===== src/rtl/opx_pkg.sv =====
package opx_pkg;
  localparam int XLEN  = 16;
  localparam int IMM_W = 5;

  localparam logic [3:0] OPC_BR  = 4'b0000;
  localparam logic [3:0] OPC_ADD = 4'b0001;
  localparam logic [3:0] OPC_AND = 4'b0101;
  localparam logic [3:0] OPC_NOT = 4'b1001;

  typedef enum logic [1:0] {ALU_ADD, ALU_AND, ALU_INV} alu_e;

  typedef struct packed {
    logic n;
    logic z;
    logic p;
  } cc_t;

  function automatic logic [XLEN-1:0] sext_imm(input logic [IMM_W-1:0] v);
    return {{(XLEN-IMM_W){v[IMM_W-1]}}, v};
  endfunction

  function automatic cc_t cc_of(input logic [XLEN-1:0] v);
    cc_t c;
    c.n = v[XLEN-1];
    c.z = (v == '0);
    c.p = !v[XLEN-1] && (v != '0);
    return c;
  endfunction

  function automatic logic [XLEN-1:0] alu_eval(input alu_e op,
                                               input logic [XLEN-1:0] a,
                                               input logic [XLEN-1:0] b);
    case (op)
      ALU_ADD: return a + b;
      ALU_AND: return a & b;
      default: return ~a;
    endcase
  endfunction
endpackage


===== src/rtl/opx_decode.sv =====
module opx_decode
  import opx_pkg::*;
#(
  parameter int AW = 3
) (
  input  logic             vld,
  input  logic [XLEN-1:0]  instr,
  output logic [AW-1:0]    dst,
  output logic [AW-1:0]    src1,
  output logic [AW-1:0]    src2,
  output logic             use_imm,
  output logic [IMM_W-1:0] imm,
  output alu_e             op,
  output logic             wr_req,
  output logic             is_br,
  output logic [2:0]       br_mask
);
  logic [3:0] opc;
  logic       not_ok;

  assign opc     = instr[15:12];
  assign dst     = instr[11:9];
  assign src1    = instr[8:6];
  assign use_imm = instr[5];
  assign imm     = instr[4:0];
  assign src2    = instr[2:0];
  assign br_mask = instr[11:9];
  assign not_ok  = (instr[5:0] == 6'b111111);

  always_comb begin
    op     = ALU_ADD;
    wr_req = 1'b0;
    is_br  = 1'b0;
    if (vld) begin
      case (opc)
        OPC_ADD: begin op = ALU_ADD; wr_req = 1'b1; end
        OPC_AND: begin op = ALU_AND; wr_req = 1'b1; end
        OPC_NOT: begin op = ALU_INV; wr_req = not_ok; end
        OPC_BR:  is_br = 1'b1;
        default: ;
      endcase
    end
  end
endmodule


===== src/rtl/opx_regfile.sv =====
module opx_regfile
  import opx_pkg::*;
#(
  parameter int DATA_W = XLEN,
  parameter int NREG   = 8,
  localparam int AW    = $clog2(NREG)
) (
  input  logic              clk,
  input  logic              rst_n,
  input  logic [AW-1:0]     ra0,
  output logic [DATA_W-1:0] rd0,
  input  logic [AW-1:0]     ra1,
  output logic [DATA_W-1:0] rd1,
  input  logic              we,
  input  logic [AW-1:0]     wa,
  input  logic [DATA_W-1:0] wd
);
  logic [DATA_W-1:0] mem [NREG];

  for (genvar i = 0; i < NREG; i++) begin : g_reg
    always_ff @(posedge clk or negedge rst_n) begin
      if (!rst_n)                    mem[i] <= '0;
      else if (we && wa == AW'(i))   mem[i] <= wd;
    end
  end

  assign rd0 = mem[ra0];
  assign rd1 = mem[ra1];
endmodule


===== src/rtl/opx_alu.sv =====
module opx_alu
  import opx_pkg::*;
(
  input  alu_e             op,
  input  logic [XLEN-1:0]  a,
  input  logic [XLEN-1:0]  b_reg,
  input  logic [IMM_W-1:0] imm,
  input  logic             use_imm,
  output logic [XLEN-1:0]  y
);
  logic [XLEN-1:0] b;
  assign b = use_imm ? sext_imm(imm) : b_reg;
  assign y = alu_eval(op, a, b);
endmodule


===== src/rtl/opx_ccr.sv =====
module opx_ccr
  import opx_pkg::*;
(
  input  logic            clk,
  input  logic            rst_n,
  input  logic            upd,
  input  logic [XLEN-1:0] res,
  input  logic            is_br,
  input  logic [2:0]      mask,
  output logic [2:0]      flags,
  output logic            take
);
  cc_t cc_q;

  always_ff @(posedge clk or negedge rst_n) begin
    if (!rst_n)   cc_q <= '{n: 1'b0, z: 1'b1, p: 1'b0};
    else if (upd) cc_q <= cc_of(res);
  end

  assign flags = cc_q;
  assign take  = is_br && |(mask & flags);
endmodule


===== src/rtl/opx_unit.sv =====
module opx_unit
  import opx_pkg::*;
#(
  parameter int NREG = 8,
  localparam int AW  = $clog2(NREG)
) (
  input  logic            clk,
  input  logic            rst_n,
  input  logic            instr_vld,
  input  logic [XLEN-1:0] instr,
  output logic [XLEN-1:0] wb_data,
  output logic            wb_en,
  output logic [2:0]      cc_flags,
  output logic            br_taken
);
  logic [AW-1:0]    dec_dst, dec_src1, dec_src2;
  logic             dec_use_imm, dec_wr, dec_is_br;
  logic [IMM_W-1:0] dec_imm;
  logic [2:0]       dec_mask;
  alu_e             dec_op;
  logic [XLEN-1:0]  rf_a, rf_b, alu_y;

  opx_decode #(.AW(AW)) u_dec (
    .vld(instr_vld), .instr(instr), .dst(dec_dst), .src1(dec_src1),
    .src2(dec_src2), .use_imm(dec_use_imm), .imm(dec_imm), .op(dec_op),
    .wr_req(dec_wr), .is_br(dec_is_br), .br_mask(dec_mask)
  );

  opx_regfile #(.DATA_W(XLEN), .NREG(NREG)) u_rf (
    .clk(clk), .rst_n(rst_n), .ra0(dec_src1), .rd0(rf_a),
    .ra1(dec_src2), .rd1(rf_b), .we(dec_wr), .wa(dec_dst), .wd(alu_y)
  );

  opx_alu u_alu (
    .op(dec_op), .a(rf_a), .b_reg(rf_b), .imm(dec_imm),
    .use_imm(dec_use_imm), .y(alu_y)
  );

  opx_ccr u_cc (
    .clk(clk), .rst_n(rst_n), .upd(dec_wr), .res(alu_y),
    .is_br(dec_is_br), .mask(dec_mask), .flags(cc_flags), .take(br_taken)
  );

  assign wb_data = alu_y;
  assign wb_en   = dec_wr;
endmodule


===== config.mk =====
export PLATFORM = sky130hd
export DESIGN_NAME = opx_unit
export DESIGN_NICKNAME = d
export VERILOG_FILES = /design/src/rtl/opx_pkg.sv /design/src/rtl/opx_decode.sv /design/src/rtl/opx_regfile.sv /design/src/rtl/opx_alu.sv /design/src/rtl/opx_ccr.sv /design/src/rtl/opx_unit.sv
export SDC_FILE = /design/constraint.sdc
export NUM_CORES = 1
export LEC_CHECK = 0
export BUFFER_PORTS_ARGS = -buffer_cell sky130_fd_sc_hd__buf_4
export CAP_MARGIN = 20
export CORE_ASPECT_RATIO = 1.75
export CORE_MARGIN = 2
export CORE_UTILIZATION = 64
export CTS_CLUSTER_DIAMETER = 60
export CTS_CLUSTER_SIZE = 20
export DETAILED_ROUTE_END_ITERATION = 7
export PLACE_DENSITY_LB_ADDON = 0.3
export REMOVE_ABC_BUFFERS = 1
export SYNTH_ARGS = -nofsm -noshare
export SYNTH_HDL_FRONTEND = slang
export SYNTH_SLANG_ARGS = --single-unit

===== constraint.sdc =====
create_clock -name clk -period 13.9 [get_ports clk]
set_clock_uncertainty 0.15 [all_clocks]
set_input_delay 0.695 -clock clk [delete_from_list [all_inputs] [get_ports clk]]
set_output_delay 0.695 -clock clk [all_outputs]
set_load 0.01 [all_outputs]

# [After elaboration in Yosys (flattened, before gate mapping)]
# Index checks and enable logic that the tools add are counted.
[totals] input_bits=19 out_inout_bits=21 ff_bits=131 word_cells=63
[op_classes] mux=14 add_sub_neg=1 n_lt_le_gt_ge=2 eq_ne=12 bitwise_logic=5 n_reduce_logical=18
[ops] op="binary-select mux 16 bit (select 3 bit)" n=2
[ops] op="two-way mux 16 bit" n=5
[ops] op="case mux 16 bit (2 select lines)" n=1
[ops] op="adder 16 bit" n=1
[ops] op="AND 16 bit" n=1
[ops] op="logical NOT 16 bit" n=1
[ops] op="NOT 16 bit" n=1
[ops] op="nonzero test 16 bit" n=1
[ops] op="== test 3 bit (second input constant)" n=4
[ops] op="logical AND 1 bit" n=10
[ops] op=">= comparator 4 bit (second input constant)" n=2
[ops] op="NOT 3 -> 4 bit" n=2
[ops] op="== test 3 x 2 -> 1 bit (second input constant)" n=2
[ops] op="== test 6 bit (second input constant)" n=1
[ops] op="== test 4 x 1 -> 1 bit (second input constant)" n=1
[ops] op="== test 4 x 3 -> 1 bit (second input constant)" n=1
[ops] op="== test 4 bit (second input constant)" n=1
[ops] op="logical NOT 4 bit" n=1
[ops] op="case mux 2 bit (2 select lines)" n=1
[ops] op="AND 3 bit" n=1
[ops] op="== test 3 x 1 -> 1 bit (second input constant)" n=1
[ops] op="logical NOT 3 bit" n=1
[ops] op="two-way mux 1 bit" n=3
[ops] op="OR reduction 3 bit" n=1
[ops] op="other kinds (6)" n=6

# [Depth between registers and ports, before layout]
[depth] word_depth=9 mapped_depth=18 depth_no_buf=14

# [Modules after synthesis]
# A second synthesis with hierarchy kept.
[hier_totals] hier_cells=618 area_unflattened_um2=8523.2
[by_module_without_submodules] module="opx_regfile" area_each_um2=7000.5 cells_each=393 seq_area_each_um2=3203.1 instances=1
[by_module_without_submodules] module="opx_alu" area_each_um2=1157.4 cells_each=180 seq_area_each_um2=0.0 instances=1
[by_module_without_submodules] module="opx_decode" area_each_um2=191.4 cells_each=27 seq_area_each_um2=0.0 instances=1
[by_module_without_submodules] module="opx_ccr" area_each_um2=173.9 cells_each=18 seq_area_each_um2=76.3 instances=1

# [Least setup slack after synthesis]
# Ideal clock, no wire load.
[synth_timing] path_type="input to output" start="in instr[0]" end="out wb_data[15]" stages=16 n_path_buf=3 arrival_ns=4.559 path_slack_ns=8.496 t_required_ns=13.055 path_cell_list="clkbuf_1 -> buf_1 -> mux4_2 -> nor2b_1 -> a211oi_1 -> nor2_1 -> ha_1 -> o21a_1 -> or2_1 -> a41o_1 -> o21a_1 -> o2111ai_1 -> a21boi_1 -> mux2i_1 -> a211oi_1 -> buf_2"
[synth_between] elab_chain_len=7 elab_cells_between_ends=8 cone_classes="1 x add/sub; 5 x mux; 2 x bitwise"
[synth_lines] item="from (decl)" line="opx_unit.sv:10" rtl="input logic [XLEN-1:0] instr,"
[synth_lines] item="NOT 3 -> 4 bit (implied by the code)" line="opx_regfile.sv:28" rtl="assign rd1 = mem[ra1];"
[synth_lines] item="binary-select mux 16 bit (select 3 bit)" line="opx_regfile.sv:28"
[synth_lines] item="two-way mux 16 bit (implied by the code) (2 in a row)" line="opx_regfile.sv:28"
[synth_lines] item="two-way mux 16 bit *" line="opx_alu.sv:12" rtl="assign b = use_imm ? sext_imm(imm) : b_reg;"
[synth_lines] item="adder 16 bit / AND 16 bit (equally long branches)" line="opx_pkg.sv:34, opx_pkg.sv:35"
[synth_lines] item="case mux 16 bit (2 select lines) *" line="opx_pkg.sv:33" rtl="case (op)"
[synth_lines] item="to (decl)" line="opx_unit.sv:11" rtl="output logic [XLEN-1:0] wb_data,"
# Mark *: on every way between the ends. The rest lies on a longest branch, timed or not. The select of a mux whose other input is x is not followed.

# [Worst setup path in the final report]
[layout_timing] start="in instr[6]" end="out wb_data[14]"
[layout_between] elab_chain_len=6 elab_cells_between_ends=8 cone_classes="1 x add/sub; 4 x mux; 3 x bitwise"
[layout_lines] item="NOT 3 -> 4 bit (implied by the code) *" line="opx_regfile.sv:27" rtl="assign rd0 = mem[ra0];"
[layout_lines] item="binary-select mux 16 bit (select 3 bit) *" line="opx_regfile.sv:27"
[layout_lines] item="two-way mux 16 bit (implied by the code) * (2 in a row)" line="opx_regfile.sv:27"
[layout_lines] item="adder 16 bit, or another cell as far along" line="opx_pkg.sv:34" rtl="ALU_ADD: return a + b;"
[layout_lines] item="case mux 16 bit (2 select lines) *" line="opx_pkg.sv:33"
# Marks and branches as above.

==> impl_results.md <==
- Share of layout cells above drive strength 1: 37.1%
- Hold Buf Count CTS: 0
- Clock power frac: 32.4%
- I/O pin cnt: 40
- Post CTS Setup Buffer Count: 0
- Sink Count: 131
- PostCTS Resize Cnt: 0
- Critical Path Sink Type: output pin
- Min cycle time layout: 5680 ps
- Final worst setup slack: 8220 ps
- Sw Share: 33.0%
- First-pass GRT wire length: 36200 microns
- Yosys warnings: 0
- DR iter-0 viols: 410
- Worst vdd ir: 0.118 mV
- RSZ-0062 raised after global routing: no
- Worst path required time: 13060 ps
- P&R area growth vs syn: 11.2%
- Fin util: 72.8%
- CP startpoint: instr[6]
- Vias in the first global route: 6697
- Setup WS pre-CTS: 7800 ps
- H-tree levels: 4
- Post-synthesis sequential area ratio: 38.9%
- Post-DRT Antenna Nets: 0
- FP Rows: 55
- R2R depth: 13
- Clk slew on worst S/H paths: 60 ps
- Highest clock rate: 176 MHz
- Die height: 156 microns
- Register share of total power: 34.6%
- Most common cell after layout, fill and taps aside: dfrtp_1
- Detailed placement HPWL: 15000 microns
- Clk Latency, worst-skew pair: 430 ps
- # setup viols final: 0
- Setup tns final: 0 ps
- Wire length per cell: 25.8 microns
- CTS tree: yes
- Antenna violations before repair: 0
- Layout filler cell count: 866
- Reg2Reg Capture Point: u_cc.flags[1]$_DFFE_PN1P_
- N_diodes: 0
- Power Internal: 990 uW
- Pleak: 4.28 nW
- FF-to-FF setup slack: 9260 ps
- Reg2reg start: u_rf.mem[80]$_DFFE_PN0P_
- Most frequent cells in the layout: 130 x dfrtp_1, 107 x mux2_2, 53 x mux4_2
- #FFs+latches synth: 131
- First-pass DRT Iterations: 5
- Most used flip-flop cell after synthesis: dfrtp_1
- Gate power share: 33.0%
- Final-stage net count: 738
- Worst slew pin tran: 1080 ps
- DRT Wirelength: 22800 microns
- Post-synth ARST share: 100%
- Final max-slew violation count: 0
- Startpoint Class: input pin
- DRC: 0
- Crit path max fanout: 32
- Crit path to: wb_data[14]
- Synth Cell Area: 8430 sq um
- Netlist cell types: 77
- Die width: 90.7 microns
- Pwr dens: 158 nW/um^2
- NetSw: 488 uW
- Synth Area per Inst: 12.3 sq um
- Synth Instances: 686
- Final Hold Violating Endpoints: 0
- Status: finished clean
- Largest cells by area after synthesis: dfrtp_1 39%, mux2_2 14%, mux4_2 14%, mux4_1 3.4%, o21ai_0 2.6%
- Vias: 6306
- Final worst path period share: 40.8%
- Avg Vias per Cell: 7.13
- Worst hold path type: in2async
- Initial core utilization: 65.5%
- Max-cap violation count: 0
- Cell accounting for the most synthesized area: dfrtp_1
- CTS buffer count: 17
- Gpl congestion: 1.02
- Number of synthesized flops with an enable pin: 0
- GRT Residual Overflow: 0
- Core ar.: 12900 sq um
- Rel. slew slack: 27.7%
- Largest net degree at the start of global routing: 72
- Port-buffer cells: 39
- CTS root buf: clkbuf_16
- Arr. time, crit path: 4830 ps
- Critical path class: in2out
- GRT Util Overall: 34.0%
- Share of the synthesized area in the top cell type: 38.6%
- Die ar.: 14100 sq um
- Longest Clk Path Bufs: 2
==> worst min-delay path by stage <==
| stage | from | end | slack [ps] | cells past startpoint |
|---|---|---|---|---|
| after global placement | u_rf.mem[70]$_DFFE_PN0P_ | u_rf.mem[70]$_DFFE_PN0P_ | 320 | 2 |
| final | rst_n | u_rf.mem[77]$_DFFE_PN0P_ | 170 | 1 |
| after floorplan | rst_n | u_cc.flags[0]$_DFFE_PN0P_ | 250 | 0 |
| after global routing | rst_n | u_rf.mem[77]$_DFFE_PN0P_ | 250 | 1 |
| after CTS | rst_n | u_rf.mem[77]$_DFFE_PN0P_ | 220 | 1 |
| after detailed placement | u_rf.mem[41]$_DFFE_PN0P_ | u_rf.mem[41]$_DFFE_PN0P_ | 350 | 2 |
==> routing by layer <==
layer	GRT usage [%]	routed length (microns)
met5	0	0
met2	59.1	11800
met3	5.36	1380
met4	22.0	1450
met1	38.8	8130
==> state kept, by name (all words and copies together) (netlist names) <==
name,count
u_cc.flags,3
u_rf.mem,128
==> Yosys cell counts (all sizes together), types with 2 or more instances <==
master	number
a211oi	20
a21o	6
a21oi	11
a22oi	2
a31oi	4
and2	4
and3	3
buf	28
clkbuf	26
dfrtp	130
ha	16
inv	12
mux2	110
mux2i	6
mux4	64
nand2	52
nand2b	4
nand3	12
nand3b	3
nand4	4
nand4b	4
nor2	34
nor2b	15
nor3	7
nor4	3
o2111ai	2
o211ai	3
o21a	3
o21ai	46
o21bai	2
o221ai	3
o22ai	4
o31ai	4
o32ai	3
or2	3
or3	4
or4	3
xnor2	3
xor2	3
==> power groups by stage <==
stage               Combinational (mW)  Clock, mW  Sequential [mW]
floorplan                        0.330          0            0.495
global placement                 0.465          0            0.505
detailed placement               0.481          0            0.515
CTS                              0.484      0.482            0.509
global route                     0.525      0.497            0.520
finish                           0.488      0.478            0.512
==> layout make-up <==
class,count,area (sq um),area share (%)
Inverter,12,45.0,0.481
Clock inverter,14,201,2.15
Sequential cell,131,3280,35.0
Timing Repair Buffer,51,388,4.14
Multi-Input combinational cell,489,4820,51.4
Clock buffer,17,425,4.54
Tap cell,171,214,2.28
==> kinds of logic after synthesis <==
family,after synthesis,share of synthesized area (%)
adders and majority gates,17,2.61
DFF,131,38.9
buffers and inverters,66,3.88
xor gates and xnor gates,6,0.624
AOI/OAI and AO/OA,127,11.4
and+or+nand+nor,159,9.46
muxes,180,33.1
==> per-stage QoR <==
step | power [mW] | hold WS (ps) | cells | cell area (sq um)
6_report | 1.48 | 173 | 885 | 9370
5_1_grt | 1.54 | 246 | 885 | 9370
4_1_cts | 1.48 | 217 | 883 | 9350
3_5_place_dp | 0.995 | 346 | 852 | 8730
3_3_place_gp | 0.971 | 323 | 852 | 8730
2_1_floorplan | 0.825 | 249 | 632 | 8140
==> worst max-delay path, stage by stage <==
cell	delay [ps]
buf_4	500
mux4_1	620
mux2_4	290
ha_1	280
fa_1	500
a21o_1	230
a22o_1	270
o2111ai_1	280
a31oi_1	130
o21a_1	200
a311oi_1	570
buf_4	230
Note: power is estimated with default switching activity, not from simulation.
